--- config.mk ---
export PLATFORM = sky130hd
export DESIGN_NAME = cfg_port_top
export DESIGN_NICKNAME = d
export VERILOG_FILES = /design/src/rtl/cfg_pkg.sv /design/src/rtl/cfg_pin_sync.sv /design/src/rtl/cfg_serial_rx.sv /design/src/rtl/cfg_reg_bank.sv /design/src/rtl/cfg_port_top.sv
export SDC_FILE = /design/constraint.sdc
export NUM_CORES = 1
export LEC_CHECK = 0
export ABC_AREA = 1
export BUFFER_PORTS_ARGS = -buffer_cell sky130_fd_sc_hd__buf_2
export CORE_MARGIN = 2
export CORE_UTILIZATION = 52
export CTS_CLUSTER_SIZE = 12
export DETAILED_ROUTE_END_ITERATION = 6
export PLACE_DENSITY = 0.71
export SYNTH_ARGS = -nofsm -noshare
export SYNTH_HDL_FRONTEND = slang
export SYNTH_SLANG_ARGS = --single-unit
--- constraint.sdc ---
create_clock -name clk -period 3.6 [get_ports clk]
set_clock_uncertainty 0.15 [all_clocks]
set_input_delay 0.36 -clock clk [delete_from_list [all_inputs] [get_ports clk]]
set_output_delay 0.36 -clock clk [all_outputs]
set_load 0.05 [all_outputs]
--- src/rtl/cfg_pkg.sv ---
package cfg_pkg;
  // Map (bank, slot) to a zero-based channel number. Bank 0 is select A.
  function automatic int chan_of(input int bank, input int slot);
    int base;
    base = 4 * (slot / 2);
    if ((slot % 2) == 1) return base + ((bank == 0) ? 3 : 2);
    return base + ((bank == 0) ? 0 : 1);
  endfunction
endpackage

--- src/rtl/cfg_pin_sync.sv ---
module cfg_pin_sync #(
  parameter int W = 5,
  parameter logic [W-1:0] RST_VAL = '0
) (
  input  logic         clk,
  input  logic         rst,
  input  logic [W-1:0] d_i,
  output logic [W-1:0] q_o
);
  logic [W-1:0] meta;

  always_ff @(posedge clk) begin
    if (rst) begin
      meta <= RST_VAL;
      q_o  <= RST_VAL;
    end else begin
      meta <= d_i;
      q_o  <= meta;
    end
  end
endmodule

--- src/rtl/cfg_serial_rx.sv ---
module cfg_serial_rx #(
  parameter int AW = 7,
  parameter int DW = 8
) (
  input  logic          clk,
  input  logic          rst,
  input  logic          par_i,
  input  logic          csa_n_i,
  input  logic          csb_n_i,
  input  logic          sclk_i,
  input  logic          sdi_i,
  output logic          wr_stb_o,
  output logic          wr_a_o,
  output logic          wr_b_o,
  output logic [AW-1:0] wr_addr_o,
  output logic [DW-1:0] wr_data_o
);
  localparam int FRAME = 1 + AW + DW;
  localparam int CNTW  = $clog2(FRAME + 2);
  localparam logic [CNTW-1:0] CNT_FRAME = CNTW'(FRAME);
  localparam logic [CNTW-1:0] CNT_SAT   = CNTW'(FRAME + 1);

  logic [FRAME-1:0] shreg;
  logic [CNTW-1:0]  cnt;
  logic             sclk_q, sel_q, hit_a, hit_b;
  logic             sel_any, sclk_rise;

  assign sel_any   = ~par_i & (~csa_n_i | ~csb_n_i);
  assign sclk_rise = sclk_i & ~sclk_q;

  always_ff @(posedge clk) begin
    if (rst) begin
      shreg     <= '0;
      cnt       <= '0;
      sclk_q    <= 1'b0;
      sel_q     <= 1'b0;
      hit_a     <= 1'b0;
      hit_b     <= 1'b0;
      wr_stb_o  <= 1'b0;
      wr_a_o    <= 1'b0;
      wr_b_o    <= 1'b0;
      wr_addr_o <= '0;
      wr_data_o <= '0;
    end else begin
      sclk_q   <= sclk_i;
      sel_q    <= sel_any;
      wr_stb_o <= 1'b0;
      if (sel_any) begin
        hit_a <= hit_a | ~csa_n_i;
        hit_b <= hit_b | ~csb_n_i;
        if (sclk_rise) begin
          shreg <= {shreg[FRAME-2:0], sdi_i};
          if (cnt != CNT_SAT) cnt <= cnt + 1'b1;
        end
      end else begin
        if (sel_q && !par_i && cnt == CNT_FRAME && shreg[FRAME-1]) begin
          wr_stb_o  <= 1'b1;
          wr_a_o    <= hit_a;
          wr_b_o    <= hit_b;
          wr_addr_o <= shreg[FRAME-2 -: AW];
          wr_data_o <= shreg[DW-1:0];
        end
        cnt   <= '0;
        hit_a <= 1'b0;
        hit_b <= 1'b0;
      end
    end
  end

  // a commit follows a frame of exactly FRAME bits
  a_r3_exact_length: assert property (@(posedge clk) disable iff (rst)
    wr_stb_o |-> $past(cnt) == CNT_FRAME);
  // a commit only follows a set write flag
  a_r4_write_flag: assert property (@(posedge clk) disable iff (rst)
    wr_stb_o |-> $past(shreg[FRAME-1]));
  // the bit counter never runs past its saturation value
  a_r3_cnt_bound: assert property (@(posedge clk) disable iff (rst)
    cnt <= CNT_SAT);
endmodule

--- src/rtl/cfg_reg_bank.sv ---
module cfg_reg_bank #(
  parameter int NSLOT = 4,
  parameter int AW    = 7,
  parameter int DW    = 8
) (
  input  logic                clk,
  input  logic                rst,
  input  logic                we_i,
  input  logic [AW-1:0]       addr_i,
  input  logic [DW-1:0]       data_i,
  output logic [NSLOT*DW-1:0] q_o
);
  for (genvar s = 0; s < NSLOT; s++) begin : g_slot
    always_ff @(posedge clk) begin
      if (rst) q_o[s*DW +: DW] <= '0;
      else if (we_i && addr_i == AW'(s)) q_o[s*DW +: DW] <= data_i;
    end
  end

  // reset clears every slot
  a_r8_bank_reset: assert property (@(posedge clk)
    $past(rst) |-> q_o == '0);
  // slots hold their value when no write was presented
  a_r5_hold: assert property (@(posedge clk) disable iff (rst)
    !$past(we_i) && !$past(rst) |-> $stable(q_o));
endmodule

--- src/rtl/cfg_port_top.sv ---
module cfg_port_top #(
  parameter int NSLOT = 4,
  parameter int AW    = 7,
  parameter int DW    = 8
) (
  input  logic                  clk,
  input  logic                  rst,
  input  logic                  par_mode_i,
  input  logic                  csa_n_i,
  input  logic                  csb_n_i,
  input  logic                  sclk_i,
  input  logic                  sdi_i,
  output logic [2*NSLOT*DW-1:0] ch_cfg_o,
  output logic                  one_lane_o,
  output logic                  half_drive_o,
  output logic                  pwr_down_o
);
  import cfg_pkg::*;

  localparam int NBANK = 2;
  localparam logic [AW-1:0] GADDR = AW'(NSLOT);

  logic [4:0] pins_s;
  logic       par_s, csa_s, csb_s, sclk_s, sdi_s;
  logic       wr_stb, wr_a, wr_b;
  logic [AW-1:0] wr_addr;
  logic [DW-1:0] wr_data;
  logic [2:0] glob_reg;
  logic [NBANK-1:0][NSLOT*DW-1:0] bank_q;

  cfg_pin_sync #(.W(5), .RST_VAL(5'b01100)) u_sync (
    .clk(clk), .rst(rst),
    .d_i({par_mode_i, csa_n_i, csb_n_i, sclk_i, sdi_i}),
    .q_o(pins_s)
  );
  assign {par_s, csa_s, csb_s, sclk_s, sdi_s} = pins_s;

  cfg_serial_rx #(.AW(AW), .DW(DW)) u_rx (
    .clk(clk), .rst(rst), .par_i(par_s),
    .csa_n_i(csa_s), .csb_n_i(csb_s), .sclk_i(sclk_s), .sdi_i(sdi_s),
    .wr_stb_o(wr_stb), .wr_a_o(wr_a), .wr_b_o(wr_b),
    .wr_addr_o(wr_addr), .wr_data_o(wr_data)
  );

  for (genvar b = 0; b < NBANK; b++) begin : g_bank
    cfg_reg_bank #(.NSLOT(NSLOT), .AW(AW), .DW(DW)) u_bank (
      .clk(clk), .rst(rst),
      .we_i(wr_stb & ((b == 0) ? wr_a : wr_b)),
      .addr_i(wr_addr), .data_i(wr_data), .q_o(bank_q[b])
    );
    for (genvar s = 0; s < NSLOT; s++) begin : g_map
      localparam int CH = chan_of(b, s);
      assign ch_cfg_o[CH*DW +: DW] = bank_q[b][s*DW +: DW];
    end
  end

  always_ff @(posedge clk) begin
    if (rst) begin
      glob_reg     <= '0;
      one_lane_o   <= 1'b0;
      half_drive_o <= 1'b0;
      pwr_down_o   <= 1'b0;
    end else begin
      if (wr_stb && (wr_a || wr_b) && wr_addr == GADDR) glob_reg <= wr_data[2:0];
      if (par_s) {pwr_down_o, half_drive_o, one_lane_o} <= {sdi_s, sclk_s, csa_s};
      else       {pwr_down_o, half_drive_o, one_lane_o} <= glob_reg;
    end
  end

  // strap mode never produces a register write
  a_r1_no_write_in_strap: assert property (@(posedge clk) disable iff (rst)
    par_s && $past(par_s) |-> !wr_stb);
  // in strap mode the global outputs follow the synchronized pins
  a_r9_strap_follow: assert property (@(posedge clk) disable iff (rst)
    $past(par_s) && !$past(rst) |->
      {pwr_down_o, half_drive_o, one_lane_o} == $past({sdi_s, sclk_s, csa_s}));
  // reset state of the global outputs
  a_r8_glob_reset: assert property (@(posedge clk)
    $past(rst) |-> {pwr_down_o, half_drive_o, one_lane_o} == 3'b000);
endmodule

==> results of run 1 <==
[worst min-delay path by stage]
stage,cells past startpoint,endpoint,from
after global routing,2,u_sync.meta[0],rst
after floorplan,2,u_sync.q_o[0],u_sync.meta[0]
after global placement,2,u_sync.q_o[0],u_sync.meta[0]
final,2,u_sync.meta[0],rst
after CTS,2,u_sync.q_o[0],rst
after detailed placement,2,u_sync.q_o[0],u_sync.meta[0]
[logic make-up after synthesis]
| group | share of synthesized area [%] |
|---|---|
| XOR/XNOR | 0.1675 |
| flip-flops | 47.07 |
| AND/OR/NAND/NOR | 31.50 |
| AO/OA/AOI/OAI | 7.319 |
| adder cells (fa/ha/maj) | 0.7176 |
| buffers and inverters | 13.23 |
[what timing repair did]
item | CTS | global route
hold buffers | 5 | 0
setup buffers | 0 | 0
hold endpoints to repair | 5 | 0
[cell usage after synthesis (all sizes together)]
| library cell | n |
|---|---|
| nand2 | 163 |
| nor2 | 140 |
| dfxtp | 123 |
| inv | 117 |
| nand3 | 74 |
| a21oi | 53 |
| buf | 27 |
| o21ai | 22 |
| clkbuf | 9 |
| or2 | 4 |
| clkinv | 3 |
| ha | 3 |
| nand3b | 1 |
| nand4 | 1 |
| xor2 | 1 |
[through the flow]
stage | cell area (sq um) | hold WS [ns] | util, %
after floorplan | 5231 | 0.2383 | -
after global placement | 5564 | 0.2414 | 56.93
after detailed placement | 5564 | 0.2461 | 56.93
after CTS | 6188 | 0.01069 | 63.31
after global routing | 6188 | 0.04286 | 63.31
final | 6188 | 0.02512 | 63.31
[power by group through the flow]
stage                     logic [mW]  registers (mW)  clock network, mW
after floorplan               0.0580            1.41                  0
after global placement        0.0747            1.41                  0
after detailed placement      0.0762            1.41                  0
after CTS                     0.0806            1.38               1.64
after global routing          0.0934            1.38               1.70
final                         0.0810            1.38               1.62
[layer usage]
metal,up-vias,GRT usage [%]
met1,2026,26.45
met4,0,6.950
met5,-,0
met3,12,4.386
met2,105,37.11
li1,2381,-
[cell type report]
class / instances / area (sq um) / area share (%)
repair buffers: 82 / 457.9 / 7.400
flip-flops and latches: 123 / 2462 / 39.79
multi-input cells: 462 / 2077 / 33.56
clock buffers: 19 / 431.7 / 6.975
clock inverters: 13 / 142.6 / 2.305
well taps: 133 / 166.4 / 2.689
inverters: 120 / 450.4 / 7.279
[critical path, delay by kind of cell, from the launching register on]
family                 cells  cell delay [ns]
AND/OR/NAND/NOR            2             0.84
flip-flops                 1             0.30
AO/OA/AOI/OAI              2             0.56
buffers and inverters      1             0.06
==> summary.md, run 1 <==
| Metric | Value |
|---|---|
| Vias per inst | `4.752` |
| Synth unique cells | `27` |
| Total gr overflow | `0` |
| Share of total power in the clock network | `52.6%` |
| Leak pwr | `2.913 nW` |
| Critical path class | `reg -> reg` |
| Fin. max-slew vios | `0` |
| Most common cell after layout, fill and taps aside | `nand2_1` |
| Synthesis Warnings | `0` |
| #FFs+latches synth | `123` |
| Final hold vios | `0` |
| Crit. End Element | `flip-flop` |
| Top cells by area, synth | `dfxtp_1 (47%), nand2_1 (11%), nor2_1 (9.3%)` |
| Routed met1 length | `4.989 mm` |
| Overall Power | `around 3.1 mW` |
| WP data required | `about 3.8 ns` |
| CTS H-Tree Depth | `4` |
| Largest register FFs | `64` |
| Actual slew at the worst max-slew pin | `between 1 and 1.5 ns` |
| DR WL/cell | `11.80 um` |
| Fin cells | `952` |
| Ratio of cells with drive above 1 in the final layout | `16.48%` |
| P_sw | `roughly 0.67 mW` |
| Resized Gates After CTS | `0` |
| Die Wd | `between 100 and 150 um` |
| Synth Net Count | `751` |
| PnR worst setup slack | `1.533 ns` |
| Port-buffer cells | `73` |
| Antenna fix cells | `0` |
| Mapped Cells | `741` |
| Number of global-route vias before repair | `4125` |
| CP peak stage delay | `0.70 ns` |
| Tmin final | `2.067 ns` |
| Initial antenna violation count | `0` |
| Drt pass-1 iters | `5` |
| Status | `finished, final reports clean` |
| Biggest register | `g_bank.u_bank.q_o` |
| Reg power frac | `44.7%` |
| # IOs | `74` |
| Drt total wl | `11.23 mm` |
| RSZ-0062 raised after global routing | `no` |
| PD cells | `roughly 500 nW/um^2` |
| Reg2Reg Setup Slack | `approximately 1.5 ns` |
| Critical Path Start | `u_sync.q_o[1]` |
| FMAX | `roughly 0.48 GHz` |
| Post-layout nets | `816` |
| First-pass GRT wire length | `19.09 mm` |
| Area delta synth->final | `18.30%` |
| GP Congestion | `0.7711` |
| Longest Clk Path Bufs | `2` |
| Routed wl met2 | `5.529 mm` |
| Crit start category | `flip-flop` |
| Cell Chain, Critical Path | `inv_1 -> nor2_2 -> nand3_1 -> o21ai_0 -> a21oi_1` |
| Share of power burned in combinational logic | `2.6%` |
| DP Wirelength | `7.296 mm` |
| Internal power | `around 2.4 mW` |
| Synthesized area | `5231 sq um` |
| Via Count | `~4500` |
| Largest net degree at the start of global routing | `59` |
| TritonCTS clock tree | `yes` |
| Avg Cell Area, Syn | `approximately 7 sq um` |
| Latest clock arrival within the worst-skew pair | `0.51 ns` |
| Post-route DRC violation count | `0` |
| 1st-iter DRT viols | `226` |
| Crit path to | `u_rx.shreg[13]` |
| Hold WC Path Type | `in -> reg` |
| Sw Share | `21.77%` |
| Root buf cell | `clkbuf_8` |
| Seq/Total Area, Yosys | `47.07%` |
| CP arrival | `roughly 2.3 ns` |
| Place WS | `roughly 1.6 ns` |
| Final worst-path cycle share | `57.43%` |
| Core Region | `9774 sq um` |
| Rows | `36` |
| CP max stage cell | `nand3_1` |
| # setup viols final | `0` |
| RR Startpoint | `u_sync.q_o[1]` |
| Clk sinks | `between 100 and 150` |
| Critical path peak fanout | `32` |
| CTS buffer count | `17` |
| Post-synth top area share | `47.07%` |
| Post-route ant nets | `0` |
| Relative slew slack | `between 20% and 30%` |
| Max-cap violation count | `0` |
| Met3 routed WL | `~600 um` |
| # placed instances | `915` |
| Worst-path clk slew | `0.06 ns` |
| # fillers | `about 890` |
| Largest registers | `g_bank.u_bank.q_o: 64 flops, u_rx.shreg: 16 flops, u_rx.wr_data_o: 8 flops` |
| Die area | `10880 sq um` |
| Die height | `104.3 um` |
| DR top layer | `met4` |
| Setup TNS | `0 ns` |
| R2R Path End | `u_rx.shreg[13]` |
| Max VDD drop | `0.3842 mV` |
| Starting Density | `53.52%` |
| GR Util All Layers | `21.38%` |
| Reg2Reg Depth | `5` |
| Area leader, netlist | `dfxtp_1` |
| Commonest non-fill, non-tap cells in the layout | `nand2_1 (160), nor2_1 (130), dfxtp_1 (123)` |
Note: power is estimated with default switching activity, not from simulation.
==> run 2: changes to the inputs <==
Settings changed: ABC_AREA 1 to 0, CORE_UTILIZATION 52 to 51, PLACE_DENSITY 0.71 to 0.74.
Clock period 3.6 ns to 1.75 ns, I/O delays scaled along.
==> run 2 against run 1 <==
  * The flow now finishes with violations (negative setup slack)
  * Highest routed layer unchanged
  * Maximum frequency is 18% higher
  * Via count is 21% lower
  * Sequential power is 100% higher
  * Critical path depth is 2 higher
  * Worst hold slack better by 0.20 ns
  * Final cell count is 27% lower
  * Die area is 5.5% lower
  * Sequential share of layout area is 0.073 points higher
  * Power is 110% higher
==> summary.md, run 2 <==
| Metric | Value |
|---|---|
| Status | `finished, violations left` |
| Failing checks | `negative setup slack` |
| # setup viols final | `1 (+1)` |
| Final worst-path cycle share | `100.5% (+43 points)` |
| 1st-iter DRT viols | `119 (-47%)` |
| Routed wl met2 | `5.182 mm (-6.3%)` |
| FMAX | `0.5685 GHz (+18%)` |
| PnR worst setup slack | `-0.009049 ns (-1.542 ns)` |
| Die area | `10280 sq um (-5.5%)` |
| Ratio of cells with drive above 1 in the final layout | `26.24% (+9.8 points)` |
| Via Count | `3562 (-21%)` |
| Synthesized area | `4837 sq um (-7.5%)` |
| Delay-heaviest family, CP | `simple AND/OR/NAND/NOR gates` |
| Relative slew slack | `62.82% (+33 points)` |
| Crit path to | `u_rx.wr_data_o[5]` |
| Synthesis Warnings | `0 (unchanged)` |
| Async SR Flop Fraction | `0% (unchanged)` |
| Met3 routed WL | `527 um (-12%)` |
| Largest registers | `g_bank.u_bank.q_o: 64 flops, u_rx.shreg: 16 flops, u_rx.wr_data_o: 8 flops` |
| CP max stage cell | `dfxtp_1` |
| Largest net degree at the start of global routing | `53 (-10%)` |
| CTS H-Tree Depth | `4 (unchanged)` |
| WP data required | `2.02 ns (-1.79 ns)` |
| Crit start category | `flip-flop` |
| Commonest non-fill, non-tap cells in the layout | `dfxtp_1 (123), nand2b_1 (102), mux2i_1 (87)` |
| Seq/Total Area, Yosys | `50.91% (+3.8 points)` |
| Max-cap violation count | `0 (unchanged)` |
| Longest Clk Path Bufs | `2 (unchanged)` |
| Vias per inst | `5.140 (+8.2%)` |
| Rows | `35 (-2.8%)` |
| EDFF count, synth | `0 (unchanged)` |
| Post-synth top area share | `50.91% (+3.8 points)` |
| PD cells | `1037 nW/um^2 (+110%)` |
| Synth unique cells | `35 (+30%)` |
| CTS buffer count | `17 (unchanged)` |
| Area leader, netlist | `dfxtp_1` |
| Tmin final | `1.759 ns (-0.3084 ns)` |
| Reg2Reg Setup Slack | `-0.009 ns (-1.54 ns)` |
| Critical path peak fanout | `8 (-75%)` |
| Synth Net Count | `471 (-37%)` |
| GR Util All Layers | `21.58% (+0.21 points)` |
| Worst-path clk slew | `0.06 ns (about the same)` |
| Antenna fix cells | `0 (unchanged)` |
| Latest clock arrival within the worst-skew pair | `0.51 ns (about the same)` |
| Max VDD drop | `0.7599 mV (+98%)` |
| P_sw | `1.374 mW (+100%)` |
| Reg power frac | `44.1% (-0.6 points)` |
| Hold WS | `0.2253 ns (+0.2001 ns)` |
| Post-route ant nets | `0 (unchanged)` |
| DP Wirelength | `7.069 mm (-3.1%)` |
| Hold WC Path Type | `in -> reg` |
| Reg2Reg Depth | `7 (+2)` |
| Fin. max-slew vios | `0 (unchanged)` |
| Die height | `101.4 um (-2.8%)` |
| Total gr overflow | `0 (unchanged)` |
| Top_reg_cell synth | `dfxtp_1` |
| Actual slew at the worst max-slew pin | `0.5565 ns (-0.4993 ns)` |
| Leak pwr | `2.797 nW (-4.0%)` |
| DR WL/cell | `15.55 um (+32%)` |
| Share of power burned in combinational logic | `2.3% (-0.3 points)` |
| Avg Cell Area, Syn | `10.49 sq um (+49%)` |
| Setup TNS | `-0.009049 ns (-0.009049 ns)` |
| Core Region | `9240 sq um (-5.5%)` |
| Critical path class | `reg -> reg` |
| CP bufs+invs | `3 (+2)` |
| Number of global-route vias before repair | `3410 (-17%)` |
| First-pass GRT wire length | `17.15 mm (-10%)` |
| Most frequent cell after synthesis | `dfxtp_1` |
| RSZ-0062 raised after global routing | `yes` |
| R2R Path End | `u_rx.wr_data_o[5]` |
| Port-buffer cells | `73 (unchanged)` |
| Post-route DRC violation count | `0 (unchanged)` |
| Sw Share | `21.44% (-0.33 points)` |
| Share of total power in the clock network | `53.6% (+1.0 points)` |
| Top cells by area, synth | `dfxtp_1 (51%), mux2i_1 (18%), nand2b_1 (13%)` |
| Cell Chain, Critical Path | `inv_1 -> ha_1 -> nand4b_1 -> nor3_4 -> buf_6 -> clkbuf_16 -> mux2i_1` |
| TritonCTS clock tree | `yes` |
| GP Congestion | `0.8065 (+4.6%)` |
| Drt pass-1 iters | `5 (unchanged)` |
| Internal power | `5.034 mW (+110%)` |
| Largest register FFs | `64 (unchanged)` |
| DR top layer | `met4` |
| Synth top cells by count | `dfxtp_1 (123), nand2b_1 (102), mux2i_1 (87)` |
| Clk sinks | `123 (unchanged)` |
| Root buf cell | `clkbuf_8` |
| Final Util | `66.85% (+3.5 points)` |
| Routed met1 length | `4.985 mm (about the same)` |
| Final hold vios | `0 (unchanged)` |
| CP arrival | `2.03 ns (-0.25 ns)` |
| Drt total wl | `10.78 mm (-4.0%)` |
| Starting Density | `52.35% (-1.2 points)` |
| Most common cell after layout, fill and taps aside | `dfxtp_1` |
| Mapped Cells | `461 (-38%)` |
| # IOs | `74 (unchanged)` |
| CP peak stage delay | `0.36 ns (-0.34 ns)` |
| Critical Path Start | `u_rx.cnt[0]` |
| #FFs+latches synth | `123 (unchanged)` |
| Area delta synth->final | `27.70%` |
| Initial antenna violation count | `0 (unchanged)` |
| Biggest register | `g_bank.u_bank.q_o` |
| RR Startpoint | `u_rx.cnt[0]` |
| Die Wd | `101.4 um (-2.8%)` |
| Crit. End Element | `flip-flop` |
| Post-layout nets | `561 (-31%)` |
| WP depth | `7 (+2)` |
run 2: cell families after synthesis:
kind of cell,Yosys count,synth area share (%)
compound gates,46,5.070
fa+ha+maj,3,0.7761
buf+inv,39,3.259
flops,123,50.91
mux,87,18.00
simple gates,163,21.99
run 2: layout make-up:
type,instances,area [sq um]
Clock inverter,12,137.6
Timing Repair Buffer,105,684.4
Multi-Input combinational cell,299,2257
Inverter,5,18.77
Tap cell,129,161.4
Fill cell,699,3063
Clock buffer,20,455.4
Sequential cell,123,2462
run 2: power by group through the flow:
stage                     Combinational (mW)  Sequential [mW]  Clock [mW]
after floorplan                       0.0983             2.88           0
after global placement                 0.134             2.88           0
after detailed placement               0.135             2.89           0
after CTS                              0.146             2.82        3.46
after global routing                   0.162             2.82        3.58
final                                  0.148             2.82        3.44
run 2: stage by stage:
step,worst slack [ns],area (sq um),power [mW],cells
6_report,-0.009049,6177,6.408,693
5_1_grt,-0.08797,6177,6.569,693
4_1_cts,0.02667,6081,6.433,690
3_5_place_dp,0.06126,5428,3.020,652
3_3_place_gp,0.1002,5428,3.018,652
2_1_floorplan,0.04525,4837,2.982,461
run 2: tightest hold or removal path, cell delays in order:
cell	delay [ns]
dlygate4sd3_1	0.52
buf_2	0.09
or2_2	0.08
run 2: how the worst min path moves through the flow:
stage,depth (start not counted),end,start
2_1_floorplan,1,u_sync.meta[2],csb_n_i
3_5_place_dp,2,u_sync.meta[2],csb_n_i
5_1_grt,3,u_sync.meta[3],csa_n_i
3_3_place_gp,2,u_sync.meta[2],csb_n_i
6_report,3,u_sync.meta[2],csb_n_i
4_1_cts,3,u_sync.meta[3],csa_n_i
run 2: routing by layer:
metal,vias to the layer above,track usage [%]
met3,8,5.452
met4,0,7.900
met5,-,0
met2,102,34.23
li1,1749,-
met1,1703,28.59
run 2: what timing repair did:
| action | CTS | global route |
|---|---|---|
| hold buffers | 6 | 0 |
| gates resized for setup | 0 | 6 |
| endpoints found under the hold margin | 7 | 0 |
| setup buffers | 0 | 1 |
| setup endpoints to repair | 0 | 43 |
